## src/rtl/fgen_pkg.sv

```systemverilog
`timescale 1ns/1ps
package fgen_pkg;
  typedef enum logic [1:0] {
    SRC_CORE = 2'd0,
    SRC_AUXA = 2'd1,
    SRC_AUXB = 2'd2
  } src_e;
  localparam int SRC_COUNT = 3;
endpackage

```

## src/rtl/fgen_regs.sv

```systemverilog
`timescale 1ns/1ps
module fgen_regs #(
  parameter int NUM_REGS = 2,
  parameter int DATA_W   = 32,
  parameter int IDX_W    = 1
) (
  input  logic                       clk,
  input  logic                       rst,
  input  logic                       wr_en,
  input  logic [IDX_W-1:0]           wr_idx,
  input  logic [DATA_W-1:0]          wr_data,
  input  logic [IDX_W-1:0]           rd_idx,
  output logic [DATA_W-1:0]          rd_data,
  output logic [NUM_REGS*DATA_W-1:0] regs_flat
);
  logic [DATA_W-1:0] mem [NUM_REGS];

  always_ff @(posedge clk) begin
    if (rst) begin
      for (int i = 0; i < NUM_REGS; i++) mem[i] <= '0;
      rd_data <= '0;
    end else begin
      if (wr_en) mem[wr_idx] <= wr_data;
      rd_data <= mem[rd_idx];
    end
  end

  always_comb begin
    for (int i = 0; i < NUM_REGS; i++) regs_flat[i*DATA_W +: DATA_W] = mem[i];
  end
endmodule

```

## src/rtl/fgen_decode.sv

```systemverilog
`timescale 1ns/1ps
module fgen_decode #(
  parameter int FIELD_W = 10,
  parameter int DIV_W   = 8,
  parameter int RATIO_W = DIV_W + 2
) (
  input  logic               ext_mode,
  input  logic               scale,
  input  logic [FIELD_W-1:0] fld,
  output logic               en,
  output fgen_pkg::src_e     src,
  output logic [RATIO_W-1:0] ratio
);
  import fgen_pkg::*;
  logic [DIV_W-1:0]   nval;
  logic [RATIO_W-1:0] base;

  always_comb begin
    nval = fld[DIV_W+1:2];
    base = {{(RATIO_W-DIV_W){1'b0}}, nval} + RATIO_W'(1);
    if (ext_mode) begin
      en = (fld[1:0] != 2'd0);
      unique case (fld[1:0])
        2'd1:    src = SRC_AUXB;
        2'd2:    src = SRC_CORE;
        default: src = SRC_AUXA;
      endcase
      ratio = scale ? base : (base << 1);
    end else begin
      en    = fld[1];
      src   = fld[0] ? SRC_AUXA : SRC_CORE;
      ratio = base << 1;
    end
  end
endmodule

```

## src/rtl/fgen_chan.sv

```systemverilog
`timescale 1ns/1ps
module fgen_chan #(
  parameter int RATIO_W = 10
) (
  input  logic               clk,
  input  logic               rst,
  input  logic               en,
  input  logic               src_lvl,
  input  logic               src_edge,
  input  logic [RATIO_W-1:0] ratio_in,
  output logic               out_q,
  output logic [RATIO_W-1:0] cnt_q,
  output logic [RATIO_W-1:0] cur_q
);
  logic               wrap;
  logic [RATIO_W-1:0] nxt_cnt;
  logic [RATIO_W-1:0] nxt_cur;

  always_comb begin
    wrap    = src_edge && (cnt_q == cur_q - RATIO_W'(1));
    nxt_cur = wrap ? ratio_in : cur_q;
    if (!src_edge)  nxt_cnt = cnt_q;
    else if (wrap)  nxt_cnt = '0;
    else            nxt_cnt = cnt_q + RATIO_W'(1);
  end

  always_ff @(posedge clk) begin
    if (rst || !en) begin
      cnt_q <= '0;
      cur_q <= ratio_in;
      out_q <= 1'b0;
    end else begin
      cnt_q <= nxt_cnt;
      cur_q <= nxt_cur;
      out_q <= (nxt_cur == RATIO_W'(1)) ? src_lvl : (nxt_cnt < (nxt_cur >> 1));
    end
  end
endmodule

```

## src/rtl/fgen_bank.sv

```systemverilog
`timescale 1ns/1ps
module fgen_bank #(
  parameter int NUM_GEN     = 6,
  parameter int GEN_PER_REG = 3,
  parameter int DATA_W      = 32,
  parameter int FIELD_W     = 10,
  parameter int DIV_W       = 8,
  parameter int SCALE_BIT   = 30,
  parameter int NUM_REGS    = (NUM_GEN + GEN_PER_REG - 1) / GEN_PER_REG,
  parameter int IDX_W       = (NUM_REGS > 1) ? $clog2(NUM_REGS) : 1
) (
  input  logic                 clk,
  input  logic                 rst,
  input  logic                 ext_mode,
  input  logic [2:0]           src_lvl,
  input  logic                 wr_en,
  input  logic [IDX_W-1:0]     wr_idx,
  input  logic [DATA_W-1:0]    wr_data,
  input  logic [IDX_W-1:0]     rd_idx,
  output logic [DATA_W-1:0]    rd_data,
  output logic [NUM_GEN-1:0]   gen_out
);
  import fgen_pkg::*;
  localparam int RATIO_W = DIV_W + 2;

  logic [NUM_REGS*DATA_W-1:0]  ctl_flat;
  logic [SRC_COUNT-1:0]        src_prev;
  logic [SRC_COUNT-1:0]        src_edge;
  logic [NUM_GEN-1:0]          en_w;
  logic [NUM_GEN-1:0]          sel_edge_w;
  logic [NUM_GEN*RATIO_W-1:0]  cnt_flat;
  logic [NUM_GEN*RATIO_W-1:0]  cur_flat;

  fgen_regs #(.NUM_REGS(NUM_REGS), .DATA_W(DATA_W), .IDX_W(IDX_W)) regs_i (
    .clk(clk), .rst(rst), .wr_en(wr_en), .wr_idx(wr_idx), .wr_data(wr_data),
    .rd_idx(rd_idx), .rd_data(rd_data), .regs_flat(ctl_flat)
  );

  always_ff @(posedge clk) begin
    if (rst) src_prev <= '0;
    else     src_prev <= src_lvl;
  end
  assign src_edge = src_lvl & ~src_prev;

  for (genvar g = 0; g < NUM_GEN; g++) begin : g_gen
    localparam int RI  = g / GEN_PER_REG;
    localparam int OFF = RI * DATA_W + FIELD_W * (g % GEN_PER_REG);
    src_e               src_w;
    logic [RATIO_W-1:0] ratio_w;

    fgen_decode #(.FIELD_W(FIELD_W), .DIV_W(DIV_W), .RATIO_W(RATIO_W)) dec_i (
      .ext_mode(ext_mode),
      .scale(ctl_flat[RI*DATA_W + SCALE_BIT]),
      .fld(ctl_flat[OFF +: FIELD_W]),
      .en(en_w[g]), .src(src_w), .ratio(ratio_w)
    );

    assign sel_edge_w[g] = src_edge[src_w];

    fgen_chan #(.RATIO_W(RATIO_W)) chan_i (
      .clk(clk), .rst(rst), .en(en_w[g]),
      .src_lvl(src_lvl[src_w]), .src_edge(sel_edge_w[g]),
      .ratio_in(ratio_w), .out_q(gen_out[g]),
      .cnt_q(cnt_flat[g*RATIO_W +: RATIO_W]),
      .cur_q(cur_flat[g*RATIO_W +: RATIO_W])
    );
  end
endmodule

```

## config.mk

```make
export PLATFORM = sky130hd
export DESIGN_NAME = fgen_bank
export DESIGN_NICKNAME = d
export VERILOG_FILES = /design/src/rtl/fgen_pkg.sv /design/src/rtl/fgen_regs.sv /design/src/rtl/fgen_decode.sv /design/src/rtl/fgen_chan.sv /design/src/rtl/fgen_bank.sv
export SDC_FILE = /design/constraint.sdc
export NUM_CORES = 1
export LEC_CHECK = 0
export BUFFER_PORTS_ARGS = -buffer_cell sky130_fd_sc_hd__buf_2
export CAP_MARGIN = 20
export CORE_ASPECT_RATIO = 1.5
export CORE_MARGIN = 5
export CORE_UTILIZATION = 63
export CTS_CLUSTER_DIAMETER = 50
export DETAILED_ROUTE_END_ITERATION = 6
export GPL_TIMING_DRIVEN = 0
export PLACE_DENSITY = 0.82
export SETUP_SLACK_MARGIN = 0.1
export SYNTH_ARGS = -nofsm -noshare
export SYNTH_HDL_FRONTEND = slang
export SYNTH_SLANG_ARGS = --single-unit
```

## constraint.sdc

```tcl
create_clock -name clk -period 5.1 [get_ports clk]
set_clock_uncertainty 0.1 [all_clocks]
set_input_delay 0.765 -clock clk [delete_from_list [all_inputs] [get_ports clk]]
set_output_delay 0.765 -clock clk [all_outputs]
set_load 0.03 [all_outputs]
```

==> metrics.md <==
| Metric | Value |
|---|---|
| Starting density of the core | 0.641 |
| Maximum vdd ir drop | 0.000308 V |
| Critical path class | in2reg |
| Hold Path Depth | 2 |
| Largest family of logic cells by synthesized area | simple AND/OR/NAND/NOR gates |
| Global-route wire length before repair | 69.5 mm |
| Post-Syn Nets | 1964 |
| FF-to-FF End | g_gen[3].chan_i.out_q |
| Predominant post-synthesis flop cell | dfxtp_1 |
| Synth Area in Compound Gates | 0.141 |
| Worst-path clk slew | 0.06 ns |
| Clock share of power | 0.360 |
| Syn_area_per_cell | 8.27 um2 |
| PortBufs | 75 |
| Pre-CTS setup slack | -0.258 ns |
| RSZ-0062 raised after global routing | true |
| Gr busiest metal | met2 |
| RD Place Congestion | 0.968 |
| Hold WC Path Type | in2reg |
| Gr ovfl total | 0 |
| Rows | 69 |
| Crit path DAT | 5.16 ns |
| Register area | 5140 um2 |
| Placed Instance Area | 16000 um2 |
| DR WL/cell | 19.1 um |
| Logic pwr share | 0.230 |
| Leakage power | 0.00709 uW |
| Die Wd | 137 um |
| Worst-path maximum fanout | 10 |
| Clock tree from TritonCTS | yes |
| Final net count | 2072 |
| Worst-Skew Late Latency | 0.53 ns |
| Worst slew pin tran | 0.957 ns |
| Hold_sp | wr_data[7] |
| Clock Sinks | 225 |
| Minimum clock period | 4.80 ns |
| Layout cells sized above 1 | 0.0964 |
| Power Internal | 3600 uW |
| Worst setup SP type | primary input |
| Yosys warning count | 0 |
| Die height | 201 um |
| Post-synthesis adder-cell area fraction | 0.0639 |
| Root buffer cell | clkbuf_16 |
| Worst setup margin | 0.298 ns |
| Multi-input logic area | 9490 um2 |
| Slew Limit Fails | 0 |
| Hold Path End | regs_i.mem[0][7] |
| Slew headroom | 0.360 |
| Number of synthesized flops with an enable pin | 64 |
| DR pass1 iterations | 6 |
| Max frequency | 208 MHz |
| Distinct cells, synth | 84 |
| Post-Synth Simple-Gate Area | 0.270 |
| GRT Total Usage | 0.312 |
| H-Tree Level Count | 1 |
| Commonest non-fill, non-tap cell in the layout | nand2_1 |
| Reg2reg start | regs_i.mem[1][0] |
| Sequential-to-total area share from yosys stat | 0.337 |
| Cells after Synth | 1845 |
| Final worst path period share | 0.942 |
| Psw | 1680 uW |
| Synth-to-layout area growth | 11.3% |
| CTS Buf Count | 24 |
| Fillers | 1919 |
| R2r setup slk | 0.42 ns |
| Drt total wl | 43.8 mm |
| Most frequent cells in the layout | 185 x nand2_1, 183 x nor2_1, 161 x dfxtp_1 |
| Sw frac | 0.318 |
| CTS Buffer Depth | 3 |
| Initial antenna violation count | 1 |
| DIE AREA | 27500 um2 |
| MaxCap Viol Count | 0 |
| Mux contribution to synthesized area | 0.0690 |
| Final instance area | 17000 um2 |
| Initial drt markers | 1051 |
| # setup viols final | 0 |
| Vias | 14300 |
| Hpwl dp | 33.4 mm |
| Pin count of the biggest net entering global routing | 33 |
| Sequential Power Share | 0.410 |
| Placed Cells | 2239 |
| Grt met1 use | 0.350 |
| Yosys reg bits | 225 |
| Power per standard cell area | 311 nW/um2 |
| Overall Power | 5280 uW |
| Boundary pin count | 79 |
| Worst setup EP type | flip-flop |
| Hold buffers post-CTS | 0 |
| Fin cells | 2291 |
| Status | finished, final reports clean |
| Worst R2R Path Depth | 20 |
| XOR/XNOR Fraction of Synth Area | 0.0757 |
| Mapped Area | 15300 um2 |
| Core Area | 23800 um2 |
| GR met2 Demand/Resource | 0.550 |
| Post-synth ARST share | 0 |
| # DRC | 0 |
| Vias/cell | 6.24 |
| Vias in the first global route | 14200 |
| Hold Violations, Final | 0 |
| GRT met3 Usage | 0.0416 |
| Antenna Nets Post-Route | 0 |
| Req. time, crit path | 5.45 ns |
[metal layers]
metal | vias up | share of wire
li1 | 6829 | -
met1 | 6747 | 0.37
met2 | 539 | 0.50
met3 | 179 | 0.059
met4 | 0 | 0.063
met5 | - | 0
[state kept, by name, summed over array words and instances (netlist names)]
signal / cells
regs_i.mem: 64
g_gen.chan_i.cnt_q: 60
g_gen.chan_i.cur_q: 60
regs_i.rd_data: 32
g_gen.chan_i.out_q: 6
src_prev: 3
[worst max-delay path, cell delays in order]
cell       delay [ns]
buf_2            0.14
buf_4            0.17
buf_2            0.19
nand2_1          0.31
clkbuf_1         0.47
buf_2            0.39
buf_2            0.36
buf_1            0.54
nor2_1           0.11
a21oi_1          0.18
mux2i_1          0.14
ha_1             0.22
a21o_1           0.17
a21o_1           0.16
a21o_1           0.17
a21oi_1          0.16
o2111ai_1        0.12
a21oi_1          0.16
o21ai_1          0.08
mux2i_1          0.14
[worst max-delay path by stage]
stage	endpoint	from
5_1_grt	g_gen[4].chan_i.out_q	ext_mode
3_5_place_dp	g_gen[4].chan_i.out_q	ext_mode
4_1_cts	g_gen[4].chan_i.out_q	regs_i.mem[1][10]
6_report	g_gen[0].chan_i.out_q	ext_mode
2_1_floorplan	g_gen[4].chan_i.out_q	ext_mode
3_3_place_gp	g_gen[4].chan_i.out_q	ext_mode
[through the flow]
step	utilization	hold WS, ns	setup TNS, ns
floorplan	-	0.353	0
global placement	0.673	0.401	-0.430
detailed placement	0.673	0.416	-0.494
CTS	0.709	0.407	0
global route	0.713	0.418	0
finish	0.713	0.421	0
[cells by family after synthesis]
family                     count (synthesis)
buffers and inverters                    158
AOI/OAI and AO/OA                        338
DFF                                      225
and+or+nand+nor                          810
muxes                                    104
adders and majority gates                 78
xor gates and xnor gates                 132
[cell type report]
class / count / share of cell area
diodes: 1 / 0.000147
plain buffers: 111 / 0.0288
clock buffers: 35 / 0.0432
clock inverters: 9 / 0.00766
inverters: 47 / 0.0104
multi-input cells: 1462 / 0.559
flip-flops and latches: 225 / 0.303
well taps: 319 / 0.0235
repair buffers: 82 / 0.0250
[synthesized netlist by cell type (36+ instances only)]
cell | n | area share
xor2_1 | 65 | 0.037
nor2_1 | 183 | 0.045
nand4_1 | 38 | 0.016
edfxtp_1 | 64 | 0.13
mux2i_1 | 94 | 0.062
a21oi_1 | 96 | 0.031
and3_1 | 36 | 0.015
ha_1 | 78 | 0.064
nor3_1 | 75 | 0.025
and2_1 | 89 | 0.036
dfxtp_1 | 161 | 0.21
xnor2_1 | 67 | 0.038
o21ai_1 | 39 | 0.013
inv_1 | 45 | 0.011
nand3_1 | 65 | 0.021
o21ai_0 | 54 | 0.018
nand2_1 | 185 | 0.045
clkbuf_1 | 68 | 0.017
[timing repair]
action,CTS,global route
gates resized for setup,0,7
setup endpoints to repair,0,4
endpoints found under the hold margin,0,0
setup buffers,0,6
[power by group through the flow]
stage | logic [uW] | registers, uW | clock network, uW
3_5_place_dp | 1180 | 2200 | 0
6_report | 1220 | 2170 | 1900
5_1_grt | 1330 | 2180 | 2000
2_1_floorplan | 857 | 2180 | 0
4_1_cts | 1190 | 2160 | 1920
3_3_place_gp | 1140 | 2190 | 0
Power figures use the tool's default switching activity.
